### src/rtl/periodic_tick_pkg.sv
package periodic_tick_pkg;
  localparam int CNT_W = 4;
  localparam logic [CNT_W-1:0] CNT_MAX = '1;

  typedef struct packed {
    logic incr;   // unread tick, count may advance
    logic clear;  // read without tick
    logic load1;  // read and tick together
  } tick_strobes_t;
endpackage

### src/rtl/tick_prescaler.sv
module tick_prescaler #(
  parameter int CLK_HZ  = 50_000_000,
  parameter int TICK_HZ = 300
) (
  input  logic clk,
  input  logic rstN,
  output logic tick
);
  localparam int DIV   = (CLK_HZ / TICK_HZ < 2) ? 2 : CLK_HZ / TICK_HZ;
  localparam int DIV_W = $clog2(DIV);
  localparam logic [DIV_W-1:0] LAST = DIV_W'(DIV - 1);

  logic [DIV_W-1:0] phase;

  always_ff @(posedge clk or negedge rstN) begin
    if (!rstN)              phase <= '0;
    else if (phase == LAST) phase <= '0;
    else                    phase <= phase + 1'b1;
  end

  assign tick = (phase == LAST);

  // a tick lasts one cycle and restarts the period
  p_tick_single_r2: assert property (@(posedge clk) disable iff (!rstN)
    tick |=> (!tick && phase == '0));
endmodule

### src/rtl/tick_control.sv
module tick_control
  import periodic_tick_pkg::*;
#(
  parameter logic [7:0] READ_PORT = 8'hF4
) (
  input  logic          clk,
  input  logic          rstN,
  input  logic          tick,
  input  logic          ioRd,
  input  logic [7:0]    portAddr,
  output logic          readHit,
  output tick_strobes_t strobes,
  output logic          irq
);
  assign readHit = ioRd && (portAddr == READ_PORT);

  always_comb begin
    strobes       = '0;
    strobes.load1 = readHit && tick;
    strobes.clear = readHit && !tick;
    strobes.incr  = tick && !readHit;
  end

  always_ff @(posedge clk or negedge rstN) begin
    if (!rstN)        irq <= 1'b0;
    else if (tick)    irq <= 1'b1;
    else if (readHit) irq <= 1'b0;
  end

  // request holds until serviced by a read
  p_irq_hold_r8: assert property (@(posedge clk) disable iff (!rstN)
    (irq && !readHit) |=> irq);
  // a tick always leaves the request raised
  p_irq_set_r8: assert property (@(posedge clk) disable iff (!rstN)
    tick |=> irq);
  // strobes are mutually exclusive
  p_strobe_excl_r3: assert property (@(posedge clk) disable iff (!rstN)
    $onehot0({strobes.incr, strobes.clear, strobes.load1}));
endmodule

### src/rtl/tick_datapath.sv
module tick_datapath
  import periodic_tick_pkg::*;
(
  input  logic             clk,
  input  logic             rstN,
  input  tick_strobes_t    strobes,
  input  logic             readHit,
  output logic [CNT_W-1:0] rdData
);
  logic [CNT_W-1:0] count;
  logic             atMax;

  assign atMax = (count == CNT_MAX);

  always_ff @(posedge clk or negedge rstN) begin
    if (!rstN)                       count <= '0;
    else if (strobes.load1)          count <= CNT_W'(1);
    else if (strobes.clear)          count <= '0;
    else if (strobes.incr && !atMax) count <= count + 1'b1;
  end

  assign rdData = readHit ? count : '0;

  // saturated count holds without a read
  p_sat_hold_r4: assert property (@(posedge clk) disable iff (!rstN)
    (atMax && !readHit) |=> atMax);
  // unread tick below max steps by one
  p_step_r3: assert property (@(posedge clk) disable iff (!rstN)
    (strobes.incr && !atMax) |=> (count == $past(count) + 1'b1));
  // plain read clears
  p_clear_r5: assert property (@(posedge clk) disable iff (!rstN)
    strobes.clear |=> (count == '0));
  // read meeting tick leaves one
  p_collide_r7: assert property (@(posedge clk) disable iff (!rstN)
    strobes.load1 |=> (count == CNT_W'(1)));
  // no read, no tick keeps count
  p_idle_r6: assert property (@(posedge clk) disable iff (!rstN)
    !(strobes.incr || strobes.clear || strobes.load1) |=> $stable(count));
endmodule

### src/rtl/periodic_tick_ctr.sv
module periodic_tick_ctr
  import periodic_tick_pkg::*;
#(
  parameter int         CLK_HZ    = 50_000_000,
  parameter int         TICK_HZ   = 300,
  parameter logic [7:0] READ_PORT = 8'hF4
) (
  input  logic       clk,
  input  logic       rstN,
  input  logic       ioRd,
  input  logic [7:0] portAddr,
  output logic [3:0] rdData,
  output logic       irq
);
  logic          tick;
  logic          readHit;
  tick_strobes_t strobes;

  tick_prescaler #(.CLK_HZ(CLK_HZ), .TICK_HZ(TICK_HZ)) u_prescaler (
    .clk(clk), .rstN(rstN), .tick(tick)
  );

  tick_control #(.READ_PORT(READ_PORT)) u_control (
    .clk(clk), .rstN(rstN), .tick(tick), .ioRd(ioRd), .portAddr(portAddr),
    .readHit(readHit), .strobes(strobes), .irq(irq)
  );

  tick_datapath u_datapath (
    .clk(clk), .rstN(rstN), .strobes(strobes), .readHit(readHit),
    .rdData(rdData)
  );
endmodule

### config.mk
export PLATFORM = sky130hd
export DESIGN_NAME = periodic_tick_ctr
export DESIGN_NICKNAME = d
export VERILOG_FILES = /design/src/rtl/periodic_tick_pkg.sv /design/src/rtl/tick_prescaler.sv /design/src/rtl/tick_control.sv /design/src/rtl/tick_datapath.sv /design/src/rtl/periodic_tick_ctr.sv
export SDC_FILE = /design/constraint.sdc
export NUM_CORES = 1
export LEC_CHECK = 0
export BUFFER_PORTS_ARGS = -buffer_cell sky130_fd_sc_hd__buf_2
export CAP_MARGIN = 20
export CORE_MARGIN = 10
export CORE_UTILIZATION = 50
export DETAILED_ROUTE_END_ITERATION = 8
export HOLD_SLACK_MARGIN = 0.03
export PLACE_DENSITY_LB_ADDON = 0.05
export SLEW_MARGIN = 0
export SYNTH_ARGS = -nofsm -noshare
export SYNTH_HDL_FRONTEND = slang
export SYNTH_HIERARCHICAL = 1
export SYNTH_SLANG_ARGS = --single-unit
### constraint.sdc
create_clock -name clk -period 2.3 [get_ports clk]
set_input_delay 0.23 -clock clk [delete_from_list [all_inputs] [get_ports clk]]
set_output_delay 0.23 -clock clk [all_outputs]
set_load 0.05 [all_outputs]
Word-level counts from Yosys, hierarchy flattened
Index checks and enable logic that the tools add are counted.
- equal/unequal tests: 3
- add/sub/neg operators: 2
- muxes and demuxes: 7
- reductions and logical operators: 10
- operator list (operator ; count):
    $add 18x1->18 const B ; 1
    $eq 18x18->1 const B ; 1
    $mux 18 ; 1
    $mux 4 ; 4
    $eq 8x8->1 const B ; 1
    $logic_and 1x1->1 ; 5
    $add 4x1->4 const B ; 1
    $eq 4x4->1 const B ; 1
    $logic_not 1->1 ; 3
    $reduce_bool 3->1 ; 1
    $mux 1 ; 2
    $reduce_bool 2->1 ; 1
- bits of input ports: 11
- register bits: 23
- output and inout bits: 5

Depth between registers and ports, before layout
Gate-level depths: netlist (run 1).
- depth after elaboration: 8
- depth in mapped cells: 9
- depth with buffers taken out: 9

Cells and area by module
Netlist (run 1), hierarchy kept.
- by module, submodules not included (module ; area each (um^2) ; times used ; sequential area each (um^2) ; cells each):
    tick_prescaler ; 918.4 ; 1 ; 450.4 ; 85
    tick_datapath ; 244.0 ; 1 ; 100.1 ; 26
    tick_control ; 96.3 ; 1 ; 25.0 ; 11

Worst setup path before layout (run 1)
OpenSTA, ideal clock, no wires.
- path kind: reg2reg
- from: register u_prescaler.phase[0]
- to: register u_datapath.count[0]
- setup slack: -0.031 ns
- cell stages (with the launch flop): 8
- arrival: 2.193 ns
- period minus slack after synthesis: 2.331 ns
- data required time: 2.161 ns
- cell sequence: dfrtp_1 ha_1 and4bb_2 nand4_2 nor3b_4 nor4_1 nor4_1 or4_1
- RTL lines (item ; line ; RTL):
    start: declaration ; tick_prescaler.sv:13 ; logic [DIV_W-1:0] phase;
    start signal: assignment ; tick_prescaler.sv:18 ; else phase <= phase + 1'b1;
    end signal: assignment ; tick_datapath.sv:19 ; else if (strobes.incr && !atMax) count <= count + 1'b1;
    end: declaration ; tick_datapath.sv:10 ; logic [CNT_W-1:0] count;

==> results of run 1 <==
per-layer routing:
layer / up-vias / GRT usage [%]
met5: - / 0
met4: 0 / 5.92
met3: 6 / 2.40
met2: 19 / 17.0
met1: 457 / 13.5
li1: 509 / -
worst min-delay path: cells and delay by family:
family	cells	cell delay (ps)
compound gates	1	130
buf+inv	1	80
simple gates	1	90
logic make-up (layout without fill, tap and decap cells):
logic type / count (synthesis) / count (layout) / share of synthesized area, %
compound gates: 8 / 8 / 4.97
xor+xnor: 15 / 15 / 10.4
fa+ha+maj: 3 / 3 / 2.98
buf+inv: 7 / 39 / 2.09
flops: 23 / 23 / 45.7
mux: 1 / 1 / 0.795
simple gates: 65 / 65 / 33.0
final cells by class:
class	count	area [µm²]
clock buffer	4	26.3
fill	193	886
inverter	6	22.5
multi-input combinational	92	702
sequential	23	576
tap	30	37.5
timing repair buffer	29	183
power groups by stage:
stage               clock [mW]  combinational [mW]  sequential (mW)
floorplan                    0             0.00626            0.415
global placement             0              0.0231            0.415
detailed placement           0              0.0242            0.415
CTS                      0.196              0.0255            0.407
global route             0.211              0.0313            0.408
finish                   0.186              0.0272            0.407
synthesized netlist by cell type (3+ instances only):
library cell / instances / area, µm²
sky130_fd_sc_hd__nor2_1: 12 / 45.0
sky130_fd_sc_hd__nand3_1: 8 / 40.0
sky130_fd_sc_hd__nor4_1: 5 / 31.3
sky130_fd_sc_hd__and2_1: 3 / 18.8
sky130_fd_sc_hd__xnor2_1: 10 / 87.6
sky130_fd_sc_hd__ha_1: 3 / 37.5
sky130_fd_sc_hd__nor3b_1: 3 / 22.5
sky130_fd_sc_hd__nand2_1: 7 / 26.3
sky130_fd_sc_hd__nand4_1: 4 / 25.0
sky130_fd_sc_hd__inv_1: 6 / 22.5
sky130_fd_sc_hd__xor2_1: 5 / 43.8
sky130_fd_sc_hd__dfrtp_1: 23 / 576
sky130_fd_sc_hd__nor3_1: 5 / 25.0
metrics by stage:
stage | instances | hold slack [ps] | area [µm²]
after global routing | 184 | 256 | 1550
after detailed placement | 177 | 234 | 1460
final | 184 | 249 | 1550
after floorplan | 122 | -65.6 | 1260
after CTS | 182 | 239 | 1490
after global placement | 177 | 232 | 1460
timing repair:
action                     CTS  global route
resized for setup            0             8
hold buffers                 1             0
hold endpoints to repair    23             0
setup endpoints to repair    0             3
buffers inserted             0             2
path summary, 6_finish.rpt:
path,end,slack (ps),cells after the start
min in group asynchronous,u_prescaler/phase[6]$_DFF_PN0_,400,2
hold reg to reg,u_prescaler/phase[10]$_DFF_PN0_,510,1
setup reg to reg,u_datapath/count[3]$_DFFE_PN0P_,150,10
max in group asynchronous,u_prescaler/phase[9]$_DFF_PN0_,1550,2
setup / recovery,u_datapath/count[3]$_DFFE_PN0P_,150,10
hold / removal,u_control/irq$_DFFE_PN0P_,250,3
registers in the layout (all words and copies together) (netlist names):
| name | cells |
|---|---|
| u_prescaler/phase | 18 |
| u_datapath/count | 4 |
| u_control/irq | 1 |
==> flow_summary.toml, run 1 <==
[drt]
dr_total_vias = 991
length_of_routed_wiring_on_met1_um = 1200
drt_drc_violations_left = 0
detail_route.iter0.violations = 60
routed-wl-met2_um = 1190
finalWirelength_um = 2530
highest-signal-layer = "met4"
vias_per_cell = 5.39
wl_met3_um = 79
drt_pre_antenna_iters = 4
number_of_nets_with_antenna_violations_after_routing = 0
post_drt_wl_per_cell_um = 13.8

[power]
switching_share_pct = 21.9
power.leakage_nw = 0.692
logic_gate_share_of_total_power_pct = 4.4
vdd.ir_drop.worst_uv = 345
power_report.internal_total_mw = 0.485
power_per_cell_area_nw_per_um2 = 401
seq_power_share_pct = 65.6
report.power.total_mw = 0.621
clock_power_share_pct = 30.0
power_switching_mw = 0.136

[logic_synthesis]
synth-seq-area-share_pct = 45.7
post_synth_num_cell_types = 37
synth-seq-cells = 23
synthesis.area_per_instance_um2 = 10.3
number_of_synthesized_flops_with_an_enable_pin = 0
synth_area_um2 = 1260
synth_cells = 122
synthArstFlopShare_pct = 100
yosysWarningCount = 6
synth-main-ff-cell = "sky130_fd_sc_hd__dfrtp_1"
syn-num-nets = 136

[critical_path]
worst-path-buf-inv = 2
critPathMaxFanout = 4
critical_path.slowest_cell = "sky130_fd_sc_hd__dfrtp_1"
cp.arrival_ps = 2330
critical_path.endpoint_type = "flip-flop"
critical_path.startpoint_type = "flip-flop"
cpLargestDelayFamily = "simple AND/OR/NAND/NOR gates"
worst_ep_required_time_ps = 2480
rr_startpoint = "u_prescaler/phase[1]$_DFF_PN0_"
startpoint = "u_prescaler/phase[1]$_DFF_PN0_"
crit_chain = "inv_1, ha_1, and4bb_2, nand4_2, nor3b_4, o31a_1, nand4_1, buf_4, nor3_2, a2111oi_2"
worstSetupPathType = "flip-flop to flip-flop"
cpPeakStageDelay_ps = 410

[timing]
timing.fmax_mhz = 466
number_of_endpoints_failing_setup_at_the_final_stage = 0
rsz_0062_raised_after_global_routing = "false"
slew_violations = 0
worstMarginPinSlew_ps = 512
report.final.hold_viol_count = 0
setup-tns-final_ps = 0
final.period_utilization_pct = 93.4
worst_clock_skew_ps = 5.72
slew-limit-headroom_pct = 65.8
fin_crit_period_ps = 2150
timing.final.ws_setup_ps = 152

[die]
die_height_um = 70.2
top_level_ports = 16
placement_rows = 18
die_area_um2 = 4920
core_um2 = 2430
die_x_um = 70.2
start_util_pct = 51.7

[global_routing]
antenna_found_initial = 0
grt_first_pass_wirelength_um = 4540
grt_remaining_overflow = 0
grt_util_overall_pct = 10.9
largest_net_degree_at_the_start_of_global_routing = 24
grt_pass1_vias = 1017

[clocking]
clock-sinks = 23
cts.htree.levels = 1
tritoncts.num_buffers = 3
cts.reportedPaths.clkPinSlew_ps = 120
clkLatencyLatePin_ps = 310
tritoncts_clock_tree = "built"
cts-root-buf = "sky130_fd_sc_hd__clkbuf_4"
clock_path_buffers = 2

[placed_design]
io_buffers = 15
dpl_worst_slack_ps = 28.4
place_hpwl_um = 1890
routabilityCongestion = 0.804

[finish]
layout.nets = 169
drive_above_1_share_pct = 28.6
postLayoutCoreUtil_pct = 63.6
antenna_cells_inserted = 0
layout_common_cells = "23 x sky130_fd_sc_hd__dfrtp_1, 15 x sky130_fd_sc_hd__buf_2, 13 x sky130_fd_sc_hd__buf_4"
flow.area_growth_from_synthesis_pct = 22.9
layout.cells.most_common = "sky130_fd_sc_hd__dfrtp_1"

[min_path]
min-delay-path-class = "primary input to flip-flop"
worstHoldStart = "portAddr[1]"

[status]
run_status = "finished clean"

[job]
maxCapViolCount = 0
No activity file was read; power rests on OpenSTA's default activity.
==> run 2, diff against run 1 <==
--- a/config.mk
+++ b/config.mk
@@ -9,6 +9,7 @@
 export CAP_MARGIN = 20
 export CORE_MARGIN = 10
 export CORE_UTILIZATION = 50
+export CTS_BUF_LIST = sky130_fd_sc_hd__clkbuf_4 sky130_fd_sc_hd__clkbuf_8 sky130_fd_sc_hd__clkbuf_16
 export DETAILED_ROUTE_END_ITERATION = 8
 export HOLD_SLACK_MARGIN = 0.03
 export PLACE_DENSITY_LB_ADDON = 0.05
==> flow_summary.toml, run 2 (synthesis results as in run 1) <==
[die]
top_level_ports = 16
placement_rows = 18
die_x_um = 70.2
start_util_pct = 51.7
die_area_um2 = 4920
core_um2 = 2430
die_height_um = 70.2

[timing]
worst_clock_skew_ps = 5.73
timing.fmax_mhz = 466
worstMarginPinSlew_ps = 512
number_of_endpoints_failing_setup_at_the_final_stage = 0
report.final.hold_viol_count = 0
rsz_0062_raised_after_global_routing = "false"
setup-tns-final_ps = 0
fin_crit_period_ps = 2150
timing.final.ws_setup_ps = 154
slew-limit-headroom_pct = 65.8
slew_violations = 0
final.period_utilization_pct = 93.3
fin_worst_hold_slack_ps = 250

[critical_path]
cp.arrival_ps = 2330
crit_chain = "inv_1, ha_1, and4bb_2, nand4_2, nor3b_4, o31a_1, nand4_1, buf_4, nor3_2, a2111oi_2"
worstSetupPathType = "flip-flop to flip-flop"
critPathMaxFanout = 4
cpPeakStageDelay_ps = 410
critical_path.endpoint_type = "flip-flop"
reg2reg_to = "u_datapath/count[3]$_DFFE_PN0P_"
worst_ep_required_time_ps = 2480
critical_path.slowest_cell = "sky130_fd_sc_hd__dfrtp_1"
rr_startpoint = "u_prescaler/phase[1]$_DFF_PN0_"
worst-r2r-cell-count = 10
cpLargestDelayFamily = "simple AND/OR/NAND/NOR gates"
setup.reg_to_reg.worst_slack_ps = 150
worst-path-buf-inv = 2
critical_path.startpoint_type = "flip-flop"

[global_routing]
antenna_found_initial = 0
largest_net_degree_at_the_start_of_global_routing = 24
grt_util_overall_pct = 10.9
grt_remaining_overflow = 0
grt_pass1_vias = 1017
grt_first_pass_wirelength_um = 4540

[drt]
length_of_routed_wiring_on_met1_um = 1200
vias_per_cell = 5.36
drt_pre_antenna_iters = 4
wl_met3_um = 79
highest-signal-layer = "met4"
dr_total_vias = 987
finalWirelength_um = 2530
routed-wl-met2_um = 1180
number_of_nets_with_antenna_violations_after_routing = 0
post_drt_wl_per_cell_um = 13.7
drt_drc_violations_left = 0
detail_route.iter0.violations = 59

[clocking]
clock_path_buffers = 2
cts.htree.levels = 1
tritoncts_clock_tree = "built"
clock-sinks = 23
tritoncts.num_buffers = 3
cts.reportedPaths.clkPinSlew_ps = 120
clkLatencyLatePin_ps = 310
cts-root-buf = "sky130_fd_sc_hd__clkbuf_4"

[power]
clock_power_share_pct = 31.3
vdd.ir_drop.worst_uv = 345
logic_gate_share_of_total_power_pct = 4.3
power_per_cell_area_nw_per_um2 = 408
power_report.internal_total_mw = 0.496
switching_share_pct = 21.5
power.leakage_nw = 0.695
power_switching_mw = 0.136
report.power.total_mw = 0.632
seq_power_share_pct = 64.4

[min_path]
timing.hold.worst_endpoint = "u_control/irq$_DFFE_PN0P_"
hold_path_depth = 3
min-delay-path-class = "primary input to flip-flop"
worstHoldStart = "portAddr[1]"

[finish]
largest_registers = "u_prescaler/phase: 18 flops, u_datapath/count: 4 flops, u_control/irq: 1 flops"
antenna_cells_inserted = 0
layout.nets = 169
final_cells = 184
layout_common_cells = "23 x sky130_fd_sc_hd__dfrtp_1, 15 x sky130_fd_sc_hd__buf_2, 13 x sky130_fd_sc_hd__buf_4"
drive_above_1_share_pct = 29.2
flip_flop_count_of_the_largest_register_after_layout = 18
max_flop_register = "u_prescaler/phase"
postLayoutCoreUtil_pct = 63.7
layout.cells.most_common = "sky130_fd_sc_hd__dfrtp_1"
flow.area_growth_from_synthesis_pct = 23.2
stdcell_area_um2 = 1550

[placed_design]
post_dp_cell_area_um2 = 1460
place_hpwl_um = 1890
dpl_worst_slack_ps = 28.4
routabilityCongestion = 0.804
io_buffers = 15
dp.cells = 177

[job]
maxCapViolCount = 0

[status]
run_status = "finished clean"
## run 2: worst max-delay path by stage
stage | depth (start not counted) | to | start
3_5_place_dp | 7 | u_datapath/count[0]$_DFFE_PN0P_ | u_prescaler/phase[0]$_DFF_PN0_
5_1_grt | 10 | u_datapath/count[3]$_DFFE_PN0P_ | u_prescaler/phase[1]$_DFF_PN0_
4_1_cts | 7 | u_datapath/count[0]$_DFFE_PN0P_ | u_prescaler/phase[0]$_DFF_PN0_
2_1_floorplan | 6 | u_datapath/count[3]$_DFFE_PN0P_ | u_prescaler/phase[6]$_DFF_PN0_
6_report | 10 | u_datapath/count[3]$_DFFE_PN0P_ | u_prescaler/phase[1]$_DFF_PN0_
3_3_place_gp | 7 | u_datapath/count[0]$_DFFE_PN0P_ | u_prescaler/phase[0]$_DFF_PN0_
## run 2: power groups by stage
stage | sequential (mW) | clock (mW) | combinational [mW]
after global placement | 0.415 | 0 | 0.0231
after detailed placement | 0.415 | 0 | 0.0242
after global routing | 0.408 | 0.222 | 0.0313
after CTS | 0.407 | 0.207 | 0.0255
after floorplan | 0.415 | 0 | 0.00626
final | 0.407 | 0.198 | 0.0272
## run 2: timing repair
action,CTS,global route
hold buffers,1,0
setup buffers,0,2
resized for setup,0,8
hold endpoints to repair,23,0
endpoints found under the setup margin,0,3
## run 2: final cells by class
| cell class | count | area [µm²] |
|---|---|---|
| clock buffers | 4 | 30.0 |
| inverters | 6 | 22.5 |
| fillers | 191 | 882 |
| multi-input cells | 92 | 702 |
| repair buffers | 29 | 183 |
| well taps | 30 | 37.5 |
| flip-flops and latches | 23 | 576 |
## run 2: tightest hold or removal path: cells and delay by family
kind | cells | cell delay [ps]
AOI/OAI and AO/OA | 1 | 130
and+or+nand+nor | 1 | 90
buffers and inverters | 1 | 80
## run 2: layer usage
metal | vias up | GRT usage [%]
met5 | - | 0
met4 | 0 | 5.92
met3 | 6 | 2.40
met2 | 19 | 17.0
met1 | 454 | 13.5
li1 | 508 | -
==> run 3, diff against run 2 <==
--- a/config.mk
+++ b/config.mk
@@ -5,14 +5,15 @@
 export SDC_FILE = /design/constraint.sdc
 export NUM_CORES = 1
 export LEC_CHECK = 0
+export ABC_AREA = 1
 export BUFFER_PORTS_ARGS = -buffer_cell sky130_fd_sc_hd__buf_2
 export CAP_MARGIN = 20
 export CORE_MARGIN = 10
-export CORE_UTILIZATION = 50
+export CORE_UTILIZATION = 51
 export CTS_BUF_LIST = sky130_fd_sc_hd__clkbuf_4 sky130_fd_sc_hd__clkbuf_8 sky130_fd_sc_hd__clkbuf_16
 export DETAILED_ROUTE_END_ITERATION = 8
 export HOLD_SLACK_MARGIN = 0.03
-export PLACE_DENSITY_LB_ADDON = 0.05
+export PLACE_DENSITY = 0.8
 export SLEW_MARGIN = 0
 export SYNTH_ARGS = -nofsm -noshare
 export SYNTH_HDL_FRONTEND = slang
==> flow_summary.toml, run 3 <==
[clocking]
cts_setup_buffers = 0
clock-sinks = 23
cts-resized-gates = 0
tritoncts.num_buffers = 3
cts.htree.levels = 1
clkLatencyLatePin_ps = 310
cts.reportedPaths.clkPinSlew_ps = 120
tritoncts_clock_tree = "built"
number_of_hold_buffers_added_after_cts = 1
cts-root-buf = "sky130_fd_sc_hd__clkbuf_4"
clock_path_buffers = 2

[min_path]
timing.hold.worst_endpoint = "u_control/irq$_DFFE_PN0P_"
min-delay-path-class = "primary input to flip-flop"
worstHoldStart = "portAddr[1]"
hold_path_depth = 5

[critical_path]
setup.reg_to_reg.worst_slack_ps = 380
cpPeakStageDelay_ps = 410
rr_startpoint = "u_prescaler/phase[1]$_DFF_PN0_"
crit_chain = "inv_1, ha_1, nand3_1, nor2_1, nand3b_1, inv_1, nor2_2, nor2_1, nand2_2, o21ai_2, nand2_1"
critical_path.endpoint_type = "flip-flop"
worst_ep_required_time_ps = 2510
cp.arrival_ps = 2130
critical_path.slowest_cell = "sky130_fd_sc_hd__dfrtp_1"
critPathMaxFanout = 8
critical_path.startpoint_type = "flip-flop"
worst-r2r-cell-count = 11
reg2reg_to = "u_datapath/count[0]$_DFFE_PN0P_"
worstSetupPathType = "flip-flop to flip-flop"

[drt]
detail_route.iter0.violations = 77
drt_pre_antenna_iters = 4
post_drt_wl_per_cell_um = 11.3
number_of_nets_with_antenna_violations_after_routing = 0
finalWirelength_um = 2700
dr_total_vias = 1199
drt_drc_violations_left = 0
vias_per_cell = 5.02

[finish]
drive_above_1_share_pct = 18.7
count_of_fill_cells_added_during_filler_insertion = 235
layout_common_cells = "39 x sky130_fd_sc_hd__nor2_1, 36 x sky130_fd_sc_hd__nand2_1, 32 x sky130_fd_sc_hd__inv_1"
antenna_cells_inserted = 0
flow.area_growth_from_synthesis_pct = 10.8
layout.nets = 224
max_flop_register = "u_prescaler/phase"
flip_flop_count_of_the_largest_register_after_layout = 18
layout.area.seq_um2 = 576
stdcell_area_um2 = 1540
multi_input_comb_area_um2 = 683
largest_registers = "u_prescaler/phase: 18 flops, u_datapath/count: 4 flops, u_control/irq: 1 flops"
layout.cells.most_common = "sky130_fd_sc_hd__nor2_1"

[timing]
setup-tns-final_ps = 0
fin_worst_hold_slack_ps = 315
fin_crit_period_ps = 1920
timing.fmax_mhz = 521
slew_violations = 0
rsz_0062_raised_after_global_routing = "false"
worst_clock_skew_ps = 6.96
final.period_utilization_pct = 83.5
number_of_endpoints_failing_setup_at_the_final_stage = 0
report.final.hold_viol_count = 0
slew-limit-headroom_pct = 65.7
worstMarginPinSlew_ps = 515

[die]
core_um2 = 2540
die_x_um = 72.1
top_level_ports = 16
die_height_um = 72.1
placement_rows = 18
start_util_pct = 54.5
die_area_um2 = 5200

[logic_synthesis]
yosys.area_share.adder_pct = 2.71
synthXorXnorAreaFrac_pct = 5.69
synth-main-ff-cell = "sky130_fd_sc_hd__dfrtp_1"
yosysWarningCount = 6
post-synth-top-area-cell = "sky130_fd_sc_hd__dfrtp_1"
yosysTopAreaCellShare_pct = 41.5
synthArstFlopShare_pct = 100
synth_area_um2 = 1390
post_synth_num_cell_types = 19
synth-seq-area-share_pct = 41.5
basic_gate_share_of_the_synthesized_area_counting_and_or_nand_and_nor_cells_pct = 37.7
yosys.cell_count.top_type = "sky130_fd_sc_hd__nor2_1"
synth_compound_gate_area_share_pct = 3.16
synth_cells = 189
synth-seq-cells = 23
syn-num-nets = 203
number_of_synthesized_flops_with_an_enable_pin = 0
synthesis.area_per_instance_um2 = 7.34
synth_top_family_by_area = "simple AND/OR/NAND/NOR gates"
synth.area.top_cells = "sky130_fd_sc_hd__dfrtp_1 42%, sky130_fd_sc_hd__nor2_1 11%, sky130_fd_sc_hd__nand2_1 9.7%"
synth.area.mux_share_pct = 0
synth.top_cells.by_count = "39 x sky130_fd_sc_hd__nor2_1, 36 x sky130_fd_sc_hd__nand2_1, 32 x sky130_fd_sc_hd__inv_1"

[global_routing]
grt_remaining_overflow = 0
grt_pass1_vias = 1215
antenna_found_initial = 0
largest_net_degree_at_the_start_of_global_routing = 24
grt_first_pass_wirelength_um = 4950
grt_util_overall_pct = 11.4

[job]
maxCapViolCount = 0

[placed_design]
io_buffers = 15
place_hpwl_um = 2190
post_dp_cell_area_um2 = 1500
routabilityCongestion = 0.912

[power]
power_per_cell_area_nw_per_um2 = 412
vdd.ir_drop.worst_uv = 350
power.leakage_nw = 0.828

[status]
run_status = "finished clean"
==> run 3: changes by cell type after synthesis, moves of 3 or more <==
cell | before | now
sky130_fd_sc_hd__nand2_2 | 0 | 5
sky130_fd_sc_hd__nor3b_1 | 3 | 0
sky130_fd_sc_hd__and2_1 | 3 | 0
sky130_fd_sc_hd__nand2_1 | 7 | 36
sky130_fd_sc_hd__xor2_1 | 5 | 9
sky130_fd_sc_hd__nor2_2 | 0 | 6
sky130_fd_sc_hd__nand3_1 | 8 | 12
sky130_fd_sc_hd__inv_1 | 6 | 32
sky130_fd_sc_hd__nor2_1 | 12 | 39
sky130_fd_sc_hd__nor4_1 | 5 | 0
sky130_fd_sc_hd__nand3_2 | 0 | 3
sky130_fd_sc_hd__xnor2_1 | 10 | 0
==> run 3: how the worst max path moves through the flow <==
stage	start	endpoint	slack, ps	cells past startpoint
detailed placement	u_prescaler/phase[1]$_DFF_PN0_	u_datapath/count[0]$_DFFE_PN0P_	420	11
global route	u_prescaler/phase[1]$_DFF_PN0_	u_datapath/count[0]$_DFFE_PN0P_	160	11
CTS	u_prescaler/phase[1]$_DFF_PN0_	u_datapath/count[0]$_DFFE_PN0P_	390	11
floorplan	u_prescaler/phase[1]$_DFF_PN0_	u_datapath/count[0]$_DFFE_PN0P_	630	11
global placement	u_prescaler/phase[1]$_DFF_PN0_	u_datapath/count[0]$_DFFE_PN0P_	530	11
finish	u_prescaler/phase[1]$_DFF_PN0_	u_datapath/count[0]$_DFFE_PN0P_	380	11
==> run 3: area by class of cell <==
| class | count | area share (%) |
|---|---|---|
| clock buffer | 3 | 1.47 |
| clock inverter | 1 | 0.326 |
| inverter | 34 | 8.31 |
| multi-input combinational | 132 | 44.5 |
| sequential | 23 | 37.5 |
| tap | 30 | 2.44 |
| timing repair buffer | 16 | 5.54 |
==> run 3: power breakdown <==
group / switching [mW] / internal (mW)
Clock: 0.117 / 0.0649
Sequential: 0.00467 / 0.409
Combinational: 0.0240 / 0.0139
==> run 3: layer usage <==
| layer | vias to the layer above | GRT usage, % | part of all wire, % |
|---|---|---|---|
| met3 | 4 | 3.95 | 5.6 |
| met4 | 0 | 1.72 | 0.71 |
| met1 | 546 | 13.6 | 48 |
| met5 | - | 0 | 0 |
| met2 | 30 | 19.4 | 45 |
| li1 | 619 | - | - |
==> run 3: worst max-delay path, delay by kind of cell, from the launching register on <==
family          cells  cell delay (ps)
fa+ha+maj           1              160
compound gates      1               70
buf+inv             2              320
simple gates        7              850
flops               1              410
==> run 3: cell families after synthesis <==
group	after synthesis
buffers and inverters	34
DFF	23
adders and majority gates	3
xor gates and xnor gates	9
and+or+nand+nor	113
AOI/OAI and AO/OA	7
==> run 3: metrics by stage <==
step / total power [mW] / setup WS, ps / util (%) / cells
floorplan: 0.438 / 631 / - / 189
detailed placement: 0.459 / 416 / 58.9 / 234
finish: 0.633 / 380 / 60.4 / 239
CTS: 0.645 / 386 / 60.4 / 239
global placement: 0.458 / 526 / 58.9 / 234
global route: 0.668 / 161 / 60.4 / 239
